==> config.mk <==
export PLATFORM = sky130hd
export DESIGN_NAME = packed_subword_unit
export DESIGN_NICKNAME = d
export VERILOG_FILES = /design/src/rtl/psu_pkg.sv /design/src/rtl/psu_addsub.sv /design/src/rtl/psu_cmp.sv /design/src/rtl/psu_shift.sv /design/src/rtl/packed_subword_unit.sv
export SDC_FILE = /design/constraint.sdc
export NUM_CORES = 1
export LEC_CHECK = 0
export ABC_AREA = 1
export BUFFER_PORTS_ARGS = -buffer_cell sky130_fd_sc_hd__buf_2
export CAP_MARGIN = 20
export CORE_UTILIZATION = 55
export CTS_CLUSTER_DIAMETER = 80
export DETAILED_ROUTE_END_ITERATION = 7
export GPL_TIMING_DRIVEN = 0
export PLACE_DENSITY = 0.73
export SYNTH_ARGS = -nofsm -noshare
export SYNTH_HDL_FRONTEND = slang
export SYNTH_HIERARCHICAL = 1
export SYNTH_SLANG_ARGS = --single-unit
==> constraint.sdc <==
create_clock -name clk -period 4.5 [get_ports clk]
set_input_delay 0 -clock clk [delete_from_list [all_inputs] [get_ports clk]]
set_output_delay 0 -clock clk [all_outputs]
set_load 0.02 [all_outputs]
==> src/rtl/psu_pkg.sv <==
package psu_pkg;
    typedef enum logic [2:0] {
        OP_ADD   = 3'd0,
        OP_SUB   = 3'd1,
        OP_CMPEQ = 3'd2,
        OP_CMPGT = 3'd3,
        OP_SHL   = 3'd4,
        OP_SHR   = 3'd5,
        OP_RSV6  = 3'd6,
        OP_RSV7  = 3'd7
    } psu_op_e;

    typedef enum logic {
        OUT_IDLE = 1'b0,
        OUT_LIVE = 1'b1
    } out_state_e;

    localparam int BYTE_W = 8;
    localparam int HALF_W = 16;
endpackage

==> src/rtl/psu_addsub.sv <==
module psu_addsub #(
    parameter int DATA_W = 32
) (
    input  logic [DATA_W-1:0] a,
    input  logic [DATA_W-1:0] b,
    input  logic              sub,
    input  logic              half,
    output logic [DATA_W-1:0] sum
);
    localparam int NB = DATA_W / 8;
    localparam int NP = NB / 2;

    logic [NP-1:0] pair_cy;

    for (genvar i = 0; i < NB; i++) begin : g_byte
        logic [7:0] bx;
        assign bx = sub ? ~b[8*i +: 8] : b[8*i +: 8];
        if (i % 2 == 0) begin : g_low
            logic [8:0] t;
            assign t = {1'b0, a[8*i +: 8]} + {1'b0, bx} + {8'd0, sub};
            assign sum[8*i +: 8] = t[7:0];
            assign pair_cy[i/2]  = t[8];
        end else begin : g_high
            logic cin;
            assign cin = half ? pair_cy[i/2] : sub;
            assign sum[8*i +: 8] = a[8*i +: 8] + bx + {7'd0, cin};
        end
    end
endmodule

==> src/rtl/psu_cmp.sv <==
module psu_cmp #(
    parameter int DATA_W = 32
) (
    input  logic [DATA_W-1:0] a,
    input  logic [DATA_W-1:0] b,
    input  logic              gt_mode,
    input  logic              sgn,
    input  logic              half,
    output logic [DATA_W-1:0] mask
);
    localparam int NB = DATA_W / 8;
    localparam int NH = DATA_W / 16;

    logic [DATA_W-1:0] bmask;
    logic [DATA_W-1:0] hmask;

    for (genvar i = 0; i < NB; i++) begin : g_b
        logic [7:0] x, y;
        logic       hit;
        assign x = a[8*i +: 8];
        assign y = b[8*i +: 8];
        assign hit = gt_mode ? (sgn ? ($signed(x) > $signed(y)) : (x > y)) : (x == y);
        assign bmask[8*i +: 8] = {8{hit}};
    end

    for (genvar i = 0; i < NH; i++) begin : g_h
        logic [15:0] x, y;
        logic        hit;
        assign x = a[16*i +: 16];
        assign y = b[16*i +: 16];
        assign hit = gt_mode ? (sgn ? ($signed(x) > $signed(y)) : (x > y)) : (x == y);
        assign hmask[16*i +: 16] = {16{hit}};
    end

    assign mask = half ? hmask : bmask;
endmodule

==> src/rtl/psu_shift.sv <==
module psu_shift #(
    parameter int DATA_W = 32,
    parameter int CNT_W  = 5
) (
    input  logic [DATA_W-1:0] a,
    input  logic [CNT_W-1:0]  cnt,
    input  logic              right,
    input  logic              sgn,
    input  logic              half,
    output logic [DATA_W-1:0] out
);
    localparam int NB = DATA_W / 8;
    localparam int NH = DATA_W / 16;

    logic [DATA_W-1:0] bres;
    logic [DATA_W-1:0] hres;

    for (genvar i = 0; i < NB; i++) begin : g_b
        logic signed [8:0] ext, sr;
        logic [7:0]        sl;
        assign ext = {sgn & a[8*i+7], a[8*i +: 8]};
        assign sr  = ext >>> cnt;
        assign sl  = a[8*i +: 8] << cnt;
        assign bres[8*i +: 8] = right ? sr[7:0] : sl;
    end

    for (genvar i = 0; i < NH; i++) begin : g_h
        logic signed [16:0] ext, sr;
        logic [15:0]        sl;
        assign ext = {sgn & a[16*i+15], a[16*i +: 16]};
        assign sr  = ext >>> cnt;
        assign sl  = a[16*i +: 16] << cnt;
        assign hres[16*i +: 16] = right ? sr[15:0] : sl;
    end

    assign out = half ? hres : bres;
endmodule

==> src/rtl/packed_subword_unit.sv <==
module packed_subword_unit #(
    parameter int DATA_W = 32,
    parameter int CNT_W  = 5
) (
    input  logic              clk,
    input  logic              rst,
    input  logic              in_valid,
    input  logic [DATA_W-1:0] src_a,
    input  logic [DATA_W-1:0] src_b,
    input  logic [CNT_W-1:0]  shamt_imm,
    input  logic [2:0]        op,
    input  logic              lane_half,
    input  logic              is_signed,
    input  logic              cnt_from_reg,
    output logic [DATA_W-1:0] res,
    output logic              res_valid
);
    import psu_pkg::*;

    psu_op_e           op_e;
    out_state_e        state_q, state_d;
    logic [CNT_W-1:0]  cnt;
    logic [DATA_W-1:0] as_out, cmp_out, sh_out, next_res;

    assign op_e = psu_op_e'(op);
    assign cnt  = cnt_from_reg ? src_b[CNT_W-1:0] : shamt_imm;

    psu_addsub #(.DATA_W(DATA_W)) u_addsub (
        .a(src_a), .b(src_b), .sub(op_e == OP_SUB), .half(lane_half), .sum(as_out)
    );

    psu_cmp #(.DATA_W(DATA_W)) u_cmp (
        .a(src_a), .b(src_b), .gt_mode(op_e == OP_CMPGT), .sgn(is_signed),
        .half(lane_half), .mask(cmp_out)
    );

    psu_shift #(.DATA_W(DATA_W), .CNT_W(CNT_W)) u_shift (
        .a(src_a), .cnt(cnt), .right(op_e == OP_SHR), .sgn(is_signed),
        .half(lane_half), .out(sh_out)
    );

    always_comb begin
        unique case (op_e)
            OP_ADD, OP_SUB:     next_res = as_out;
            OP_CMPEQ, OP_CMPGT: next_res = cmp_out;
            OP_SHL, OP_SHR:     next_res = sh_out;
            default:            next_res = '0;
        endcase
    end

    always_comb begin
        unique case (state_q)
            OUT_IDLE: state_d = in_valid ? OUT_LIVE : OUT_IDLE;
            OUT_LIVE: state_d = in_valid ? OUT_LIVE : OUT_IDLE;
            default:  state_d = OUT_IDLE;
        endcase
    end

    always_ff @(posedge clk) begin
        if (rst) state_q <= OUT_IDLE;
        else     state_q <= state_d;
    end

    always_ff @(posedge clk) begin
        if (rst)           res <= '0;
        else if (in_valid) res <= next_res;
    end

    assign res_valid = (state_q == OUT_LIVE);


    issue_valid_chk: assert property (@(posedge clk) disable iff (rst)
        in_valid |=> res_valid);


    idle_hold_chk: assert property (@(posedge clk) disable iff (rst)
        !in_valid |=> (!res_valid && $stable(res)));


    byte_add_lane0_chk: assert property (@(posedge clk) disable iff (rst)
        (in_valid && op == 3'd0 && !lane_half) |=>
        res[7:0] == 8'($past(src_a[7:0]) + $past(src_b[7:0])));


    eq_mask_lane0_chk: assert property (@(posedge clk) disable iff (rst)
        (in_valid && op == 3'd2 && !lane_half) |=>
        res[7:0] == (($past(src_a[7:0]) == $past(src_b[7:0])) ? 8'hFF : 8'h00));


    shl_overrange_chk: assert property (@(posedge clk) disable iff (rst)
        (in_valid && op == 3'd4 && !lane_half && !cnt_from_reg && shamt_imm >= 5'd8)
        |=> res == '0);


    reserved_op_chk: assert property (@(posedge clk) disable iff (rst)
        (in_valid && op[2:1] == 2'b11) |=> res == '0);
endmodule

Word-level counts from Yosys, hierarchy flattened
Cells that the tools add are included.
Storage, ports and cells
  register bits after elaboration: 33
  input bits: 78
  output and inout bits: 33
Operators by class
  add/subtract/negate cells: 8
  order comparisons: 12
  eq/ne operators: 11
  shift operators: 12
  multiplexer cells: 29
  bitwise operators: 8
  reduce and logical (&&, ||, !) cells: 4
Operators by type and width (count)
  32-bit case mux with 3 select lines: 1
  16-bit > comparator: 4
  8-bit > comparator: 8
  32-bit 2-to-1 mux: 2
  8-bit 2-to-1 mux: 8
  9-bit by 5-bit >>> shifter with 8-bit output: 4
  17-bit by 5-bit >>> shifter with 16-bit output: 2
  16-bit equality test: 2
  8-bit equality test: 4
  16-bit 2-to-1 mux: 2
  8-bit inverter: 4
  16-bit by 5-bit << shifter with 16-bit output: 2
  8-bit by 5-bit << shifter with 8-bit output: 4
  8-bit by 8-bit adder with 9-bit output: 2
  9-bit by 1-bit adder with 9-bit output: 2
  8-bit by 1-bit adder with 8-bit output: 2
  8-bit adder: 2
  1-bit 2-to-1 mux: 15
  3-bit by 2-bit equality test with 1-bit output (second input constant): 2
  3-bit equality test (second input constant): 2
  2-bit OR reduction: 3
  5-bit 2-to-1 mux: 1
  1-bit AND: 4
  3-bit by 1-bit equality test with 1-bit output (second input constant): 1
  3-bit zero test: 1

Logic depth before layout (Yosys ltp)
  depth in word-level cells: 7
  depth in mapped cells: 23
  depth with buffers taken out: 21

Hierarchy
The synthesis kept the hierarchy.
By module, submodules not included
  psu_shift: times used 1, cells an instance 757, area an instance 3488.3 sq um, sequential area each 0.0 sq um
  packed_subword_unit: times used 1, cells an instance 299, area an instance 1971.9 sq um, sequential area each 660.6 sq um
  psu_addsub: times used 1, cells an instance 290, area an instance 1764.2 sq um, sequential area each 0.0 sq um
  psu_cmp: times used 1, cells an instance 232, area an instance 1438.9 sq um, sequential area each 0.0 sq um

Least setup slack after synthesis
Ideal clock, no wire load.
  path type: input -> register
  start point: input op[1]
  end point: register res[30]
  library setup time: 70 ps
  arrival time: 3438 ps
  slack: 992 ps
  cell stages on the path: 23
  buffers on the path: 4
  cell sequence: buf_6 buf_4 nor3_1 buf_6 buf_12 xor2_1 ha_1 nand2_1 o21ai_1 nand2_1 nand2_1 nand3_1 fa_1 fa_1 o21ai_1 nand2_1 nand2_1 nand2_1 nand2_1 nand2_1 nand3_1 nand2_1 a21oi_1
On the way
  longest elaborated chain between the ends: 7
  elaborated cells on any way between the ends: 23
  those cells by class: add/sub: 4; eq/ne: 5; mux: 10; reduce/logical: 4
RTL lines
  from (decl): RTL line packed_subword_unit.sv:11  | input logic [2:0] op,
  3-bit by 1-bit equality test with 1-bit output (*): RTL line packed_subword_unit.sv:29  | .a(src_a), .b(src_b), .sub(op_e == OP_SUB), .half(lane_half), .sum(as_out)
  8-bit 2-to-1 mux: RTL line psu_addsub.sv:17  | assign bx = sub ? ~b[8*i +: 8] : b[8*i +: 8];
  8-bit by 8-bit adder with 9-bit output: RTL line psu_addsub.sv:20  | assign t = {1'b0, a[8*i +: 8]} + {1'b0, bx} + {8'd0, sub};
  9-bit by 1-bit adder with 9-bit output: RTL line psu_addsub.sv:20
  1-bit 2-to-1 mux: RTL line psu_addsub.sv:25  | assign cin = half ? pair_cy[i/2] : sub;
  8-bit by 1-bit adder with 8-bit output (*): RTL line psu_addsub.sv:26  | assign sum[8*i +: 8] = a[8*i +: 8] + bx + {7'd0, cin};
  via as_out[30]: RTL line packed_subword_unit.sv:23  | logic [DATA_W-1:0] as_out, cmp_out, sh_out, next_res;
  32-bit case mux with 3 select lines (*): RTL line packed_subword_unit.sv:43  | unique case (op_e)
  to (signal assigned): RTL line packed_subword_unit.sv:66  | else if (in_valid) res <= next_res;
  to (decl): RTL line packed_subword_unit.sv:15  | output logic [DATA_W-1:0] res,
Mark *: on every way through the listed nets, which the timed path passes. The rest lies on a longest branch.
A chain may end at the register's enable or synchronous reset.

Worst setup path in the final report
  start point: input op[1]
  end point: register res[28]
Same word-level chain as after synthesis.

==> flow_metrics.env <==
export IMPL_final_setup_skew_ps=0
export IMPL_r2r_start="res[16]"
export IMPL_regArea_um2=661
export IMPL_synth_edf_count=0
export IMPL_dp_slack_ps=84.6
export IMPL_crit_required_ps=4710
export IMPL_synth_area_mm2=0.00866
export IMPL_antenna_found_initial=0
export IMPL_hold_ws_ps=20.0
export IMPL_reg2reg_depth=2
export IMPL_end_kind="flip-flop"
export IMPL_grt_max_degree=12
export IMPL_yosysSeqAreaShare_pct=7.63
export IMPL_cts_resized=0
export IMPL_dieArea_mm2=0.0163
export IMPL_crit_start="op[1]"
export IMPL_yosysTopAreaCellShare_pct=25.6
export IMPL_cp_slowest_cell="nor3_1"
export IMPL_fp_dieH_um=128
export IMPL_synth_seq_cells=33
export IMPL_cp_common_cell="nand2_1"
export IMPL_synth_area_leader_cell="nand2_1"
export IMPL_p_leak_nw=5.47
export IMPL_met2_usage_pct=70.4
export IMPL_setup_slack_ps=211
export IMPL_ir_drop_mv=0.202
export IMPL_synthTopCellsByArea="nand2_1, nand3_1, ha_1, dfxtp_1, inv_1"
export IMPL_setup_viol=0
export IMPL_hold_buffers=0
export IMPL_ys_async_sr_fraction_pct=0
export IMPL_stdcell_area_mm2=0.00960
export IMPL_slowest_delay_ps=780
export IMPL_numClockSinks=33
export IMPL_rsz0062_at_grt="false"
export IMPL_max_freq_mhz=233
export IMPL_clk_latency_ps=270
export IMPL_cts_tree="done"
export IMPL_hold_viol=0
export IMPL_drt_initial_drc_count=1661
export IMPL_post_cts_buffers=0
export IMPL_avgRoutedWirePerCell_um=19.4
export IMPL_start_kind="primary input"
export IMPL_grt_pass1_wl_mm=55.4
export IMPL_num_io_pins=111
export IMPL_routed_via_density=5.91
export IMPL_netlist_top_cells_count="nand2_1, nand3_1, inv_1"
export IMPL_path_max_fanout=10
export IMPL_n_antenna_cell=0
export IMPL_synth_cell_type_count=51
export IMPL_fin_nets=1835
export IMPL_cap_violations=0
export IMPL_ys_warn_count=6
export IMPL_grt_use_total_pct=44.7
export IMPL_syn_instance_count=1578
export IMPL_start_util_pct=56.6
export IMPL_core_area_mm2=0.0153
export IMPL_cts_root_buf="clkbuf_16"
export IMPL_outcome="complete, no violations"
export IMPL_grt_pass1_vias=10300
export IMPL_vias=11300
export IMPL_arrival_ps=4500
export IMPL_ys_flop_type="dfxtp_1"
export IMPL_post_route_period_util_pct=95.3
export IMPL_crit_chain="buf_6, buf_4, nor3_1, buf_6, buf_12, xor2_1, ha_1, nand2_1, o21ai_1, nand2_1, nand2_1, nand3_1, fa_1, fa_1, o21ai_1, xor2_1, nand2_1, nand3_1, nand2_1, a21oi_1"
export IMPL_met1_usage_pct=56.3
export IMPL_multiInputGateArea_mm2=0.00663
export IMPL_post_route_min_period_ps=4290
export IMPL_r2r_end="res[16]"
export IMPL_gp_congestion=1.09
export IMPL_top_usage_layer="met2"
export IMPL_hold_class="primary input to flip-flop"
export IMPL_setup_tns_ps=0
export IMPL_synth_most_common_cell="nand2_1"
export IMPL_drive_gt1_share_pct=16.0
export IMPL_first_pass_iters=6
export IMPL_gr_usage_met3_pct=12.8
export IMPL_postPlaceCellArea_mm2=0.00946
export IMPL_grt_overflow=0
export IMPL_synth_nets=1722
export IMPL_place_inst=1895
export IMPL_endpoint="res[28]"
export IMPL_clock_path_buffers=2
export IMPL_wirelength_mm=37.0
export IMPL_tightest_slew_ps=1080
export IMPL_htreeDepth=2
export IMPL_drc=0
export IMPL_portBuffers=106
export IMPL_num_fill_cells=1524
export IMPL_p_per_area_mw_per_mm2=205
export IMPL_rows=45
export IMPL_antenna_left=0
export IMPL_setup_reg_to_reg_worst_slack_ps=3840
export IMPL_syn2layout_area_growth_pct=10.8
export IMPL_cts_made_buffers=5
export IMPL_drv_slew=0
export IMPL_die_w_um=128
export IMPL_crit_type="primary input to flip-flop"
export IMPL_maxSlewHeadroom_pct=27.4
export IMPL_dp_hpwl_mm=30.5
export IMPL_syn_area_per_cell_um2=5.49
export IMPL_clkSlewWorstSetupHoldPaths_ps=50
export IMPL_fin_cells=1903
==> power breakdown <==
part	total, mW	internal [mW]	switching (mW)
clock	0.330	0.203	0.127
combinational	1.32	0.414	0.908
sequential	0.316	0.309	0.00771
==> layout by cell type, fill, tap and decap left out, types with 3 or more instances in the layout <==
cell         n
buf_6       17
nor2_2       4
o21bai_1     4
mux2_2       5
ha_1        60
a211oi_1     3
nand4_4      3
xor2_1      31
buf_4       48
inv_1      141
nor2_1      65
nand2_1    592
o21ai_1     23
clkbuf_1     8
o21ai_0     19
nor2_4       6
nand2_2     16
nand3_1    277
a21o_1       6
inv_2        8
clkinv_1     5
nand4_1      5
and2_1      10
buf_2      131
nand3_2      6
o21ai_2      6
nor3_1       9
clkbuf_16    5
a21oi_1     90
xnor2_1     11
fa_1         6
dfxtp_1     33
o211ai_1     9
inv_4        3
==> layer usage <==
metal	share of wire (%)	vias up
met4	4.8	0
met1	38	4989
li1	-	5293
met3	14	143
met2	43	825
met5	0	-
==> how the worst min path moves through the flow <==
stage	endpoint	slack, ps	startpoint	cells past startpoint
2_1_floorplan	res[20]	260	rst	2
3_3_place_gp	res[22]	300	rst	2
3_5_place_dp	res[20]	310	rst	2
4_1_cts	res[20]	20	in_valid	3
5_1_grt	res[22]	60	rst	2
6_report	res[21]	20	rst	2
==> layout make-up <==
type | instances | area share [%]
Clock inverter | 3 | 0.182
Tap cell | 211 | 2.75
Inverter | 159 | 6.43
Sequential cell | 33 | 6.88
Clock buffer | 5 | 1.30
Timing Repair Buffer | 106 | 5.53
Buffer | 102 | 7.86
Multi-Input combinational cell | 1284 | 69.1
==> cell families after synthesis <==
kind of cell	after synthesis	synth area share (%)
simple gates	1002	50.7
xor+xnor	42	4.25
fa+ha+maj	66	10.1
compound gates	169	10.9
buf+inv	261	15.8
mux	5	0.650
flops	33	7.63
==> worst max-delay path, delay by kind of cell <==
kind                       cells  cell delay, ps
adders and majority gates      3            1210
buffers and inverters          4             800
and+or+nand+nor                8            1420
AOI/OAI and AO/OA              3             550
xor gates and xnor gates       2             510
==> through the flow <==
stage	utilization, %	power (mW)
detailed placement	61.8	1.57
global route	62.7	2.07
floorplan	-	1.15
finish	62.7	1.97
CTS	62.7	1.90
global placement	61.8	1.55
==> flip-flops by register name, summed over array words and instances (netlist names) <==
| name | flops |
|---|---|
| res_valid | 1 |
| res | 32 |
(Power assumes the default switching activity.)
